### src/rtl/i2cs_pkg.sv
package i2cs_pkg;
  typedef enum logic [1:0] {
    PH_IDLE = 2'd0,
    PH_ADDR = 2'd1,
    PH_DATA = 2'd2
  } phase_e;
endpackage

### src/rtl/i2cs_scl_edge.sv
module i2cs_scl_edge (
  input  logic clk,
  input  logic rst_n,
  input  logic scl_in,
  output logic scl_fall
);
  logic scl_d;

  always_ff @(posedge clk or negedge rst_n) begin
    if (!rst_n) scl_d <= 1'b1;
    else        scl_d <= scl_in;
  end

  assign scl_fall = scl_d & ~scl_in;
endmodule

### src/rtl/i2cs_bit_ctr.sv
module i2cs_bit_ctr #(
  parameter int DATA_BITS = 8
) (
  input  logic clk,
  input  logic rst_n,
  input  logic clr,
  input  logic scl_fall,
  output logic fall_last,
  output logic fall_ack
);
  localparam int CW = $clog2(DATA_BITS + 1);
  localparam logic [CW-1:0] LAST_IDX = CW'(DATA_BITS - 1);
  localparam logic [CW-1:0] ACK_IDX  = CW'(DATA_BITS);

  logic [CW-1:0] cnt_q;

  always_ff @(posedge clk or negedge rst_n) begin
    if (!rst_n)            cnt_q <= '0;
    else if (clr)          cnt_q <= '0;
    else if (scl_fall) begin
      if (cnt_q == ACK_IDX) cnt_q <= '0;
      else                  cnt_q <= cnt_q + 1'b1;
    end
  end

  assign fall_last = scl_fall && (cnt_q == LAST_IDX);
  assign fall_ack  = scl_fall && (cnt_q == ACK_IDX);
endmodule

### src/rtl/i2cs_seq.sv
module i2cs_seq
  import i2cs_pkg::*;
(
  input  logic clk,
  input  logic rst_n,
  input  logic enable,
  input  logic wait_late,
  input  logic ack_en,
  input  logic addr_match,
  input  logic ext_code,
  input  logic start_pulse,
  input  logic stop_pulse,
  input  logic wait_release,
  input  logic fall_last,
  input  logic fall_ack,
  output logic sda_pull,
  output logic scl_pull,
  output logic irq
);
  phase_e phase_q;
  logic   ext_q, sda_q, scl_q, irq_q;

  always_ff @(posedge clk or negedge rst_n) begin
    if (!rst_n) begin
      phase_q <= PH_IDLE;
      ext_q   <= 1'b0;
      sda_q   <= 1'b0;
      scl_q   <= 1'b0;
      irq_q   <= 1'b0;
    end else if (!enable) begin
      phase_q <= PH_IDLE;
      ext_q   <= 1'b0;
      sda_q   <= 1'b0;
      scl_q   <= 1'b0;
      irq_q   <= 1'b0;
    end else begin
      irq_q <= 1'b0;
      if (stop_pulse) begin
        phase_q <= PH_IDLE;
        sda_q   <= 1'b0;
        scl_q   <= 1'b0;
      end else if (start_pulse) begin
        phase_q <= PH_ADDR;
        ext_q   <= 1'b0;
        sda_q   <= 1'b0;
        scl_q   <= 1'b0;
      end else begin
        if (wait_release) scl_q <= 1'b0;
        // eighth falling edge: decide ACK, possibly wait early
        if (fall_last) begin
          unique case (phase_q)
            PH_ADDR: begin
              if (ext_code) begin
                ext_q <= 1'b1;
                sda_q <= ack_en;
                scl_q <= 1'b1;
                irq_q <= 1'b1;
              end else if (addr_match) begin
                ext_q <= 1'b0;
                sda_q <= 1'b1;
              end else begin
                phase_q <= PH_IDLE;
              end
            end
            PH_DATA: begin
              sda_q <= ack_en;
              if (!wait_late) begin
                scl_q <= 1'b1;
                irq_q <= 1'b1;
              end
            end
            default: ;
          endcase
        end
        // ninth falling edge: end ACK, possibly wait late
        if (fall_ack) begin
          sda_q <= 1'b0;
          unique case (phase_q)
            PH_ADDR: begin
              phase_q <= PH_DATA;
              if (!ext_q) begin
                scl_q <= 1'b1;
                irq_q <= 1'b1;
              end
            end
            PH_DATA: begin
              if (wait_late) begin
                scl_q <= 1'b1;
                irq_q <= 1'b1;
              end
            end
            default: ;
          endcase
        end
      end
    end
  end

  assign sda_pull = sda_q;
  assign scl_pull = scl_q;
  assign irq      = irq_q;
endmodule

### src/rtl/i2cs_byte_ctrl.sv
module i2cs_byte_ctrl #(
  parameter int DATA_BITS = 8
) (
  input  logic clk,
  input  logic rst_n,
  input  logic enable,
  input  logic wait_late,
  input  logic ack_en,
  input  logic addr_match,
  input  logic ext_code,
  input  logic start_pulse,
  input  logic stop_pulse,
  input  logic wait_release,
  input  logic scl_in,
  output logic scl_pull,
  output logic sda_pull,
  output logic irq
);
  logic scl_fall, fall_last, fall_ack, ctr_clr;

  assign ctr_clr = !enable || start_pulse || stop_pulse;

  i2cs_scl_edge u_edge (
    .clk      (clk),
    .rst_n    (rst_n),
    .scl_in   (scl_in),
    .scl_fall (scl_fall)
  );

  i2cs_bit_ctr #(.DATA_BITS(DATA_BITS)) u_ctr (
    .clk       (clk),
    .rst_n     (rst_n),
    .clr       (ctr_clr),
    .scl_fall  (scl_fall),
    .fall_last (fall_last),
    .fall_ack  (fall_ack)
  );

  i2cs_seq u_seq (
    .clk          (clk),
    .rst_n        (rst_n),
    .enable       (enable),
    .wait_late    (wait_late),
    .ack_en       (ack_en),
    .addr_match   (addr_match),
    .ext_code     (ext_code),
    .start_pulse  (start_pulse),
    .stop_pulse   (stop_pulse),
    .wait_release (wait_release),
    .fall_last    (fall_last),
    .fall_ack     (fall_ack),
    .sda_pull     (sda_pull),
    .scl_pull     (scl_pull),
    .irq          (irq)
  );
endmodule

### config.mk
export PLATFORM = sky130hd
export DESIGN_NAME = i2cs_byte_ctrl
export DESIGN_NICKNAME = d
export VERILOG_FILES = /design/src/rtl/i2cs_pkg.sv /design/src/rtl/i2cs_scl_edge.sv /design/src/rtl/i2cs_bit_ctr.sv /design/src/rtl/i2cs_seq.sv /design/src/rtl/i2cs_byte_ctrl.sv
export SDC_FILE = /design/constraint.sdc
export NUM_CORES = 1
export LEC_CHECK = 0
export ABC_CLOCK_PERIOD_IN_PS = 2700
export CORE_MARGIN = 3
export CORE_UTILIZATION = 35
export DETAILED_ROUTE_END_ITERATION = 8
export DONT_BUFFER_PORTS = 1
export GPL_ROUTABILITY_DRIVEN = 0
export GPL_TIMING_DRIVEN = 0
export PLACE_DENSITY = 0.56
export SETUP_SLACK_MARGIN = 0.3
export SLEW_MARGIN = 20
export SYNTH_ARGS = -nofsm -noshare
export SYNTH_HDL_FRONTEND = slang
export SYNTH_SLANG_ARGS = --single-unit
### constraint.sdc
create_clock -name clk -period 2.7 [get_ports clk]
set_input_delay 0.54 -clock clk [delete_from_list [all_inputs] [get_ports clk]]
set_output_delay 0.54 -clock clk [all_outputs]
set_load 0.01 [all_outputs]
* Word level (Yosys, flattened, before mapping)
Index checks and enable logic that the tools add are counted.
** Word-level totals
- Flip-flop bits (word level) :: 11
- Bits of input ports :: 11
- Output and inout port bits :: 3
- Logic and storage cells :: 79
** Operators by class
- $add $sub $neg :: 1
- Eq/ne operators :: 11
- Multiplexer cells :: 50
- Bitwise gates (word level) :: 2
- Reduce and logical (&&, ||, !) cells :: 8
** Operators by type and width (count)
- $mux W1 :: 33
- $mux W2 :: 9
- $mux W4 :: 3
- $pmux W1 S2 :: 5
- $ne A7 B7 Y1 const B :: 1
- $ne A3 B1 Y1 const B :: 2
- $ne A6 B1 Y1 const B :: 1
- $ne A5 B1 Y1 const B :: 1
- $add A4 B1 Y4 const B :: 1
- $eq A4 B3 Y1 const B :: 1
- $eq A4 B4 Y1 const B :: 1
- $ne A4 B1 Y1 const B :: 1
- $reduce_and A4 Y1 :: 1
- $reduce_and A3 Y1 :: 1
- $eq A2 B1 Y1 const B :: 1
- $eq A2 B2 Y1 const B :: 1
- $logic_and A1 B1 Y1 :: 2
- $logic_or A1 B1 Y1 :: 2
- $ne A2 B2 Y1 const B :: 1
- $reduce_bool A2 Y1 :: 1
- $and A1 B1 Y1 :: 1
- $logic_not A1 Y1 :: 1
- $not A1 Y1 :: 1

* Longest topological paths before layout
Gate-level depths: netlist (run 1).
- Word-level depth :: 10
- Depth in mapped cells :: 6
- Mapped depth without buffers :: 6

* Hierarchy
Synthesis (run 1) repeated with hierarchy kept, for this count alone.
** Unflattened totals
- Cells, all modules :: 79
- Area, all modules :: 737.0 um^2
** Modules (own cells, without submodules)
- i2cs_seq :: instances 1, cells each 51, area an instance 445.4 um^2, sequential area each 150.1 um^2
- i2cs_bit_ctr :: instances 1, cells each 25, area an instance 242.7 um^2, sequential area each 100.1 um^2
- i2cs_scl_edge :: instances 1, cells each 2, area an instance 40.0 um^2, sequential area each 26.3 um^2
- i2cs_byte_ctrl :: instances 1, cells each 1, area an instance 8.8 um^2, sequential area each 0.0 um^2

* Least setup slack after synthesis (run 1)
Ideal clock, no wire load.
- Kind :: flip-flop to flip-flop
- From :: register u_seq.phase_q[1]
- To :: register u_seq.sda_q, in the netlist u_seq.sda_pull
- Library setup time :: 129 ps
- Data arrival time :: 1405 ps
- Required time :: 2571 ps
- Path slack :: 1166 ps
- Stages on the path, launching flop included :: 7
- Buffers on the path :: 0
- Clock period less this slack :: 1534 ps
- Path through :: dfrtp_1 -> inv_1 -> ha_1 -> or3b_1 -> nand4_1 -> mux2i_1 -> nor3_2
** On the way
- Longest elaborated chain between the ends :: 7
- Elaborated cells on any way between the ends :: 11
- Classes of those cells :: 4 x eq/ne; 6 x mux; 1 x reduce/logical
** RTL lines
- start: declaration :: line i2cs_seq.sv:20 : phase_e phase_q;
- start signal: assignment :: line i2cs_seq.sv:25 : phase_q <= PH_IDLE;
- start signal: assignment :: line i2cs_seq.sv:31 : phase_q <= PH_IDLE;
- start signal: assignment :: line i2cs_seq.sv:39 : phase_q <= PH_IDLE;
- $eq A2 B2 Y1 or $eq A2 B1 Y1 (tied branches) :: line i2cs_seq.sv:51 : unique case (phase_q)
- $pmux W1 S2 :: line i2cs_seq.sv:51
- $mux W1 :: line i2cs_seq.sv:50 : if (fall_last) begin
- $mux W1 :: line i2cs_seq.sv:76 : if (fall_ack) begin
- $mux W1 :: line i2cs_seq.sv:42 : end else if (start_pulse) begin
- $mux W1 :: line i2cs_seq.sv:38 : if (stop_pulse) begin
- $mux W1 :: line i2cs_seq.sv:30 : end else if (!enable) begin
- end signal: assignment :: line i2cs_seq.sv:55 : sda_q <= ack_en;
- end signal: assignment :: line i2cs_seq.sv:66 : sda_q <= ack_en;
- end: declaration :: line i2cs_seq.sv:21 : logic ext_q, sda_q, scl_q, irq_q;
Several ways; a longest one is shown, not always the timed one. The select of a mux whose other input is x is not followed.
A chain may end at the register's enable or synchronous reset.

* Worst setup path after layout (run 1)
Same ends and word-level chain as after synthesis.

==> out/results.ini, run 1 <==
[power]
clkPwrFrac_pct=35.8
power.leakage_uw=0.0003291
peakVddDrop_mv=0.2057
p_comb_share_pct=7.7
sequentialPowerShare_pct=56.5
power.switching_uw=65.33
internal_power_uw=233.6
power.total_uw=298.9
sw_frac_of_total_pct=21.86
p_per_area_mw_per_mm2=361.4

[timing]
final.setup_skew_ps=0.4849
drv_slew=0
finalSetupViolations=0
timing.slew.headroom_pct=67.43
worstMarginPinSlew_ps=486.9
finalCritPeriodShare_pct=63.82
rsz0062_at_grt=false
fmaxAchievable_mhz=580.3
fin_hold_ws_ps=114.0
timing_hold_violations_final=0
fin_tns_setup_ps=0
period_needed_ps=1723

[global_routing]
overflow=0
grt_pass1_vias=616
grt_max_degree=11
grt_use_total_pct=14.11
grt_first_pass_wirelength_um=2773
antenna_found_initial=0

[synth]
syn_area_per_cell_sq_um=8.906
synth_area_leader_cell=dfrtp_1
ys.warnings.count=0
ys_top_cells_by_area=dfrtp_1, ha_1, nand2_1
yosysSeqAreaShare_pct=36.53
syn_inst=85
synth_compound_area_share_pct=18.84
muxShareOfSynthArea_pct=1.322
synth-seq-cells=11
synth_top_family_by_area=simple AND/OR/NAND/NOR gates
synth_cell_types=33
synthesis.area_sq_um=757.0
syn_nets=103
synthAdderAreaFrac_pct=11.57
synth_xor_area_share_pct=1.157
synth_top_area_share_pct=33.06
yosys.area_share.simple_pct=25.62

[worst_setup_path]
crit-reg2reg-launch=u_seq.phase_q[1]
worstSetupPathType=reg2reg
regToRegSetupSlack_ps=980
crit_path_max_fanout=4
rr_worst_depth=6
arrival_ps=1860
r2r_end=u_seq.sda_pull
required_ps=2840
worstSetupEndpointType=flip-flop
start_kind=flip-flop

[final_layout]
diodes=0
final_cell_mix=nand2_1, dfrtp_1, a21oi_1, inv_1, ha_1
final_common_cell=nand2_1
drive_above_1_share_pct=7.778
final_core_util_pct=41.31
syn2layout_area_growth_pct=9.256
nets=109
finish.instance_area_sq_um=827.0

[routing]
drtPass1Iterations=4
wire_per_inst_um=13.91
drc=0
wl_um=1627
drt_iter0_drc=21
wl_met1_um=779
top_layer=met4
ant_nets=0
met2_length_um=697
met3_length_um=143
vias=619
viasPerCell=5.291

[clock_tree]
tritoncts=done
root_buffer=clkbuf_4
cts_buffer_depth=2
ctsResizeCount=0
cts.sinks=11
cts.htree.levels=1
hold_buffers=1
clock_latency_ps=260
cts_setup_buffers=0
cts.clk_slew.worst_paths_ps=60
cts-buffers-inserted=3

[outcome]
status=completed

[placed_design]
numPortBuffers=0
placed_cell_area_sq_um=790.8
hpwl_um=1250

[die]
initial_core_util_pct=37.81
fp.dieH_um=52.51
pin_count=14
die_w_um=52.51
die_area_sq_mm=0.002757
fp.coreArea_sq_mm=0.002002
rows=16

[hold_path]
hp-class=in2async

[job]
max-cap-violations=0

==> worst max-delay path by stage <==
stage	from	endpoint	slack, ps	cells past startpoint
global route	u_seq.phase_q[1]	u_seq.sda_pull	870	6
global placement	u_seq.phase_q[1]	u_seq.sda_pull	1040	6
floorplan	u_seq.phase_q[1]	u_seq.sda_pull	1170	6
finish	u_seq.phase_q[1]	u_seq.sda_pull	980	6
CTS	u_seq.phase_q[1]	u_seq.sda_pull	990	6
detailed placement	u_seq.phase_q[1]	u_seq.sda_pull	1020	6
==> cells by family (layout without fill, tap and decap cells) <==
group,after synthesis,count (layout)
mux,1,1
xor+xnor,1,1
compound gates,23,23
simple gates,34,34
fa+ha+maj,7,7
buf+inv,8,13
flops,11,11
==> routing by layer <==
metal  vias up  GRT usage, %
met5         -             0
met4         0         4.681
met3         2         7.692
met2        21         19.42
met1       288         18.43
li1        308             -
==> cell usage after synthesis, drive strengths merged <==
cell    number
a211o        1
a21boi       1
a21o         1
a21oi        8
a22oi        1
and2         1
and3b        2
buf          1
dfrtp       10
dfstp        1
ha           7
inv          7
mux2i        1
nand2       12
nand2b       2
nand3        1
nand3b       2
nand4        1
nor2         3
nor2b        2
nor3         3
nor3b        1
o211ai       3
o21ai        5
o21bai       1
o311ai       1
o31ai        1
or3          1
or3b         3
xnor2        1
==> critical path, cell delays in order (launching register included) <==
cell and delay [ps]:
dfrtp_1 410, inv_1 120, ha_1 230, or3b_1 420, nand4_1 130, mux2i_1 230, nor3_2 60
==> stage by stage <==
stage                     setup WS [ps]  std cells
after floorplan                    1166         85
after global placement             1040        112
after detailed placement           1022        112
after CTS                         993.3        117
after global routing              866.6        117
final                             976.8        117
==> power groups by stage <==
stage | Sequential, uW | Combinational [uW] | Clock (uW)
after global routing | 169 | 25.9 | 120
after detailed placement | 172 | 18.8 | 0
after floorplan | 172 | 15.1 | 0
after global placement | 172 | 18.5 | 0
final | 169 | 23.0 | 107
after CTS | 169 | 23.2 | 114
==> area by class of cell <==
class	count	area (sq um)
clock buffer	4	26.28
fill	210	1175
sequential	11	276.5
multi-input combinational	66	442.9
tap	27	33.78
buffer	1	11.26
inverter	7	26.28
timing repair buffer	1	10.01
==> state kept, by name, indices dropped and copies added, names as in the netlist <==
name / cells
u_edge.scl_d: 1
u_seq.phase_q: 2
u_seq.sda_pull: 1
u_seq.ext_q: 1
u_ctr.cnt_q: 4
u_seq.scl_pull: 1
u_seq.irq: 1
(Power assumes the default switching activity.)
==> run 2, diff against run 1 <==
--- a/config.mk
+++ b/config.mk
@@ -5,14 +5,15 @@
 export SDC_FILE = /design/constraint.sdc
 export NUM_CORES = 1
 export LEC_CHECK = 0
-export ABC_CLOCK_PERIOD_IN_PS = 2700
+export ABC_AREA = 1
+export ABC_CLOCK_PERIOD_IN_PS = 1400
 export CORE_MARGIN = 3
 export CORE_UTILIZATION = 35
 export DETAILED_ROUTE_END_ITERATION = 8
 export DONT_BUFFER_PORTS = 1
 export GPL_ROUTABILITY_DRIVEN = 0
 export GPL_TIMING_DRIVEN = 0
-export PLACE_DENSITY = 0.56
+export PLACE_DENSITY = 0.58
 export SETUP_SLACK_MARGIN = 0.3
 export SLEW_MARGIN = 20
 export SYNTH_ARGS = -nofsm -noshare
==> constraint.sdc (replaced) <==
create_clock -name clk -period 1.4 [get_ports clk]
set_input_delay 0.28 -clock clk [delete_from_list [all_inputs] [get_ports clk]]
set_output_delay 0.28 -clock clk [all_outputs]
set_load 0.01 [all_outputs]
==> out/results.ini, run 2 <==
[outcome]
status=completed

[timing]
postLayoutSetupSlackWorst_ps=51.89
worstMarginPinSlew_ps=504.9
timing.slew.headroom_pct=66.23
period_needed_ps=1348
fmaxAchievable_mhz=741.8
final.setup_skew_ps=4.704
finalCritPeriodShare_pct=96.29
finalSetupViolations=0
timing_hold_violations_final=0
rsz0062_at_grt=true
fin_hold_ws_ps=121.1
drv_slew=0

[synth]
syn_inst=109
muxShareOfSynthArea_pct=0
yosysMostFrequentCell=nand2_1
yosys.area_share.simple_pct=31.76
synth_compound_area_share_pct=11.95
yosysSeqAreaShare_pct=34.75
ys.warnings.count=0
synth_cell_types=24
ys_top_cells_by_area=dfrtp_1, nand2_1, ha_1
synthesis.area_sq_um=795.8
synthAdderAreaFrac_pct=11.01
syn_area_per_cell_sq_um=7.301
synth_top_family_by_area=simple AND/OR/NAND/NOR gates
yosys_most_used_dff=dfrtp_1
synthArstFlopShare_pct=100.0
synth_area_leader_cell=dfrtp_1
synth_top_area_share_pct=31.45
synth-seq-cells=11
syn_nets=127
synth_xor_area_share_pct=1.101
synthTopCellsByCount=nand2_1, inv_1, dfrtp_1
synth-edff-count=0

[hold_path]
hp-class=in2reg
min-delay-start=enable
hold-path-cell-count=2
hold-path-endpoint=u_seq.phase_q[0]

[global_routing]
grt_max_degree=12
grt_use_total_pct=13.26
grt_pass1_vias=630
overflow=0
grt_first_pass_wirelength_um=2691
antenna_found_initial=0

[final_layout]
reg.largest.list=u_ctr.cnt_q: 4 flops, u_seq.phase_q: 2 flops
finish.instance_area_sq_mm=0.001031
final_common_cell=nand2_1
top_register=u_ctr.cnt_q
fillers=201
syn2layout_area_growth_pct=29.56
nets=143
largest_reg_flops=4
diodes=0
drive_above_1_share_pct=35.48
final_cell_mix=nand2_1, inv_1, nand3_1, buf_4, dfrtp_1

[routing]
viasPerCell=4.788
vias=723
drt_iter0_drc=16
wl_um=1646
drc=0
ant_nets=0
drtPass1Iterations=4
wire_per_inst_um=10.90

[clock_tree]
root_buffer=clkbuf_4
cts_buffer_depth=2
cts.sinks=11
cts-buffers-inserted=3
clock_latency_ps=270
tritoncts=done
cts.clk_slew.worst_paths_ps=70
cts.htree.levels=1

[die]
initial_core_util_pct=38.59
fp.coreArea_sq_mm=0.002062
rows=16
die_area_sq_mm=0.002882
fp.dieH_um=53.68
die_w_um=53.68
pin_count=14

[worst_setup_path]
worstSetupPathType=reg2reg
r2r_end=u_seq.sda_pull
crit_path_max_fanout=6
required_ps=1560
start_kind=flip-flop
crit-reg2reg-launch=u_ctr.cnt_q[0]
rr_worst_depth=7
regToRegSetupSlack_ps=50
worstSetupEndpointType=flip-flop
arrival_ps=1500
crit_chain=ha_2 -> nand3_2 -> nor2_4 -> nand2_4 -> nor2_2 -> nand2_1 -> and3_1
worst_path_largest_cell_delay_ps=400
crit_slowest_cell=dfrtp_1

[placed_design]
dp_slack_ps=11.30
hpwl_um=1262
numPortBuffers=0
placed_cell_area_sq_um=853.3

[power]
p_per_area_mw_per_mm2=600.3
power.leakage_uw=0.0004548
peakVddDrop_mv=0.5262

[job]
max-cap-violations=0

==> run 2: cell count changes in the layout (fill, tap and decap cells not counted), moves of 5 or more <==
cell | previous run | this run
nand2_1 | 12 | 25
buf_4 | 0 | 9
nand3_1 | 1 | 9
ha_1 | 7 | 1
a21oi_1 | 8 | 3
inv_1 | 7 | 12
inv_2 | 0 | 5
==> run 2: final cells by class <==
cell class / instances / area [sq um] / area share (%)
Multi-Input combinational cell: 78 / 521.8 / 50.61
Inverter: 20 / 82.58 / 8.010
Sequential cell: 11 / 279.0 / 27.06
Timing Repair Buffer: 11 / 87.58 / 8.495
Clock buffer: 4 / 26.28 / 2.549
Tap cell: 27 / 33.78 / 3.277
==> run 2: per-stage QoR <==
stage                     total power, uW  utilization, %  TNS (ps)  instances
after global placement              383.8           41.38         0        136
after detailed placement            384.4           41.38         0        136
final                               618.9           50.00         0        151
after CTS                           617.3           45.39         0        145
after floorplan                     374.7               -         0        109
after global routing                660.5           50.00    -144.0        151
==> run 2: per-layer routing <==
metal / GRT usage, % / wire length, um / up-vias
met5: 0 / 0 / -
met4: 3.830 / 12 / 0
met3: 5.540 / 88 / 2
met2: 20.56 / 768 / 16
met1: 16.67 / 777 / 329
li1: - / - / 376
==> run 2: worst max path at each step <==
stage                           startpoint              to  slack, ps  cells after the start
after floorplan             u_ctr.cnt_q[0]  u_seq.sda_pull        140                      7
after global placement      u_ctr.cnt_q[0]  u_seq.scl_pull         20                     10
after detailed placement  u_seq.phase_q[0]       u_seq.irq         10                     10
after CTS                 u_seq.phase_q[1]       u_seq.irq         20                     10
after global routing        u_ctr.cnt_q[0]  u_seq.scl_pull        -40                      9
final                       u_ctr.cnt_q[0]  u_seq.sda_pull         50                      7
==> run 2: logic make-up after synthesis <==
| logic type | after synthesis |
|---|---|
| XOR/XNOR | 1 |
| AO/OA/AOI/OAI | 17 |
| flip-flops | 11 |
| buffers and inverters | 20 |
| adder cells (fa/ha/maj) | 7 |
| AND/OR/NAND/NOR | 53 |
==> run 2: what timing repair did <==
item,CTS,global route
setup endpoints to repair,9,9
buffers inserted,3,6
hold buffers,2,0
endpoints found under the hold margin,12,0
pin swaps,7,7
resized for setup,7,14
==> run 2: power breakdown <==
part,switching [uW],internal [uW]
clock,104,110
sequential,4.75,323
combinational,44.8,31.9
==> run 2: worst max-delay path: cells and delay by family (launching register included) <==
| kind | cells | cell delay [ps] |
|---|---|---|
| and+or+nand+nor | 6 | 630 |
| DFF | 1 | 400 |
| adders and majority gates | 1 | 200 |
==> run 3, diff against run 2 <==
--- a/config.mk
+++ b/config.mk
@@ -7,13 +7,14 @@
 export LEC_CHECK = 0
 export ABC_AREA = 1
 export ABC_CLOCK_PERIOD_IN_PS = 1400
+export CORE_ASPECT_RATIO = 1.1
 export CORE_MARGIN = 3
-export CORE_UTILIZATION = 35
+export CORE_UTILIZATION = 39
 export DETAILED_ROUTE_END_ITERATION = 8
 export DONT_BUFFER_PORTS = 1
 export GPL_ROUTABILITY_DRIVEN = 0
 export GPL_TIMING_DRIVEN = 0
-export PLACE_DENSITY = 0.58
+export PLACE_DENSITY = 0.62
 export SETUP_SLACK_MARGIN = 0.3
 export SLEW_MARGIN = 20
 export SYNTH_ARGS = -nofsm -noshare
==> out/results.ini, run 3 (synthesized netlist as in run 2, its figures left out) <==
[global_routing]
grt_first_pass_wirelength_um=3243
antenna_found_initial=0
overflow=0
grt_pass1_vias=799
grt_max_degree=12
grt_use_total_pct=16.68

[clock_tree]
cts.clk_slew.worst_paths_ps=80
clock_latency_ps=290
cts-buffers-inserted=3
cts_buffer_depth=2
cts.sinks=11
tritoncts=done
root_buffer=clkbuf_4
cts.htree.levels=1

[final_layout]
fillers=167
top_register=u_ctr.cnt_q
syn2layout_area_growth_pct=32.39
final_core_util_pct=56.59
final_cell_mix=nand2_1, inv_1, buf_4, nand3_1, inv_2
final_common_cell=nand2_1
finish.instance_area_sq_mm=0.001054
diodes=0
drive_above_1_share_pct=37.30
reg.largest.list=u_ctr.cnt_q: 4 flops, u_seq.phase_q: 2 flops
register_area_sq_um=280.3
multi_input_area_sq_um=531.8
nets=145
largest_reg_flops=4

[placed_design]
numPortBuffers=0
hpwl_um=1248
placed_cell_area_sq_um=853.3
dp_slack_ps=3.838

[job]
max-cap-violations=0

[timing]
rsz0062_at_grt=true
drv_slew=0
final.setup_skew_ps=1.784
finalCritPeriodShare_pct=96.10
finalSetupViolations=0
timing.slew.headroom_pct=66.66
worstMarginPinSlew_ps=498.5
fin_tns_setup_ps=0
timing_hold_violations_final=0
postLayoutSetupSlackWorst_ps=54.63
period_needed_ps=1345
fmaxAchievable_mhz=743.3

[routing]
drt_iter0_drc=16
drc=0
wl_um=1876
ant_nets=0
viasPerCell=4.974
wire_per_inst_um=12.26
drtPass1Iterations=4
vias=761

[worst_setup_path]
crit_path_max_fanout=5
rr_worst_depth=10
arrival_ps=1570
start_kind=flip-flop
required_ps=1620
worstSetupPathType=reg2reg
worstSetupEndpointType=flip-flop

[outcome]
status=completed

[die]
initial_core_util_pct=42.74
fp.dieH_um=53.38
fp.coreArea_sq_mm=0.001862
rows=16
die_area_sq_mm=0.002619
die_w_um=49.07
pin_count=14

[power]
peakVddDrop_mv=0.3990
power.leakage_uw=0.0004654
p_per_area_mw_per_mm2=609.7

[hold_path]
hp-class=in2reg
hold-path-cell-count=2

[run 3: cell type report]
| type | instances | share of cell area [%] |
|---|---|---|
| multi-input combinational | 78 | 50.48 |
| sequential | 11 | 26.60 |
| timing repair buffer | 13 | 9.739 |
| inverter | 20 | 7.363 |
| tap | 27 | 3.207 |
| clock buffer | 3 | 2.138 |
| clock inverter | 1 | 0.4751 |
[run 3: what timing repair did]
action                                 CTS  global route
endpoints found under the hold margin   12             0
setup endpoints to repair                9             9
gates resized for setup                 16             4
hold buffers                             2             0
buffers inserted                         9             2
pin swaps                               12            10
[run 3: metal layers]
layer  vias up  GRT usage [%]  share of wire [%]
li1        377              -                  -
met1       360          18.23                 45
met2        19          29.46                 48
met3         5          3.662                4.3
met4         0          10.43                2.0
met5         -              0                  0
[run 3: path summary, 6_finish.rpt]
kind,from,endpoint,slack (ps)
worst max-delay path,u_ctr.cnt_q[0],u_seq.scl_pull,50
worst min-delay path,enable,u_seq.phase_q[0],100
worst max register to register,u_ctr.cnt_q[0],u_seq.scl_pull,50
worst min register to register,u_ctr.cnt_q[0],u_ctr.cnt_q[0],560
max in group asynchronous,rst_n,u_seq.phase_q[0],650
min in group asynchronous,rst_n,u_ctr.cnt_q[2],390
[run 3: metrics by stage]
stage	cells	power, uW	hold slack, ps
global placement	136	383.3	-15.24
global route	153	675.0	101.5
detailed placement	136	383.9	-15.22
floorplan	109	374.7	-15.59
CTS	151	644.5	92.02
finish	153	642.3	97.89
[run 3: worst max-delay path, stage by stage (launching register included)]
cell     delay [ps]
dfrtp_2         470
inv_2            80
ha_4            140
nand2_4          50
nor2_4          110
nand2_2          80
nor2_1          100
nand2_1          50
nand2_1          60
inv_1            40
a21oi_2         100
[run 3: where the power goes]
part / internal [uW] / switching, uW / leakage (uW)
Clock: 106 / 133 / 0.0000177
Combinational: 29.8 / 44.8 / 0.000303
Sequential: 323 / 5.24 / 0.000145
Total: 459 / 183 / 0.000465
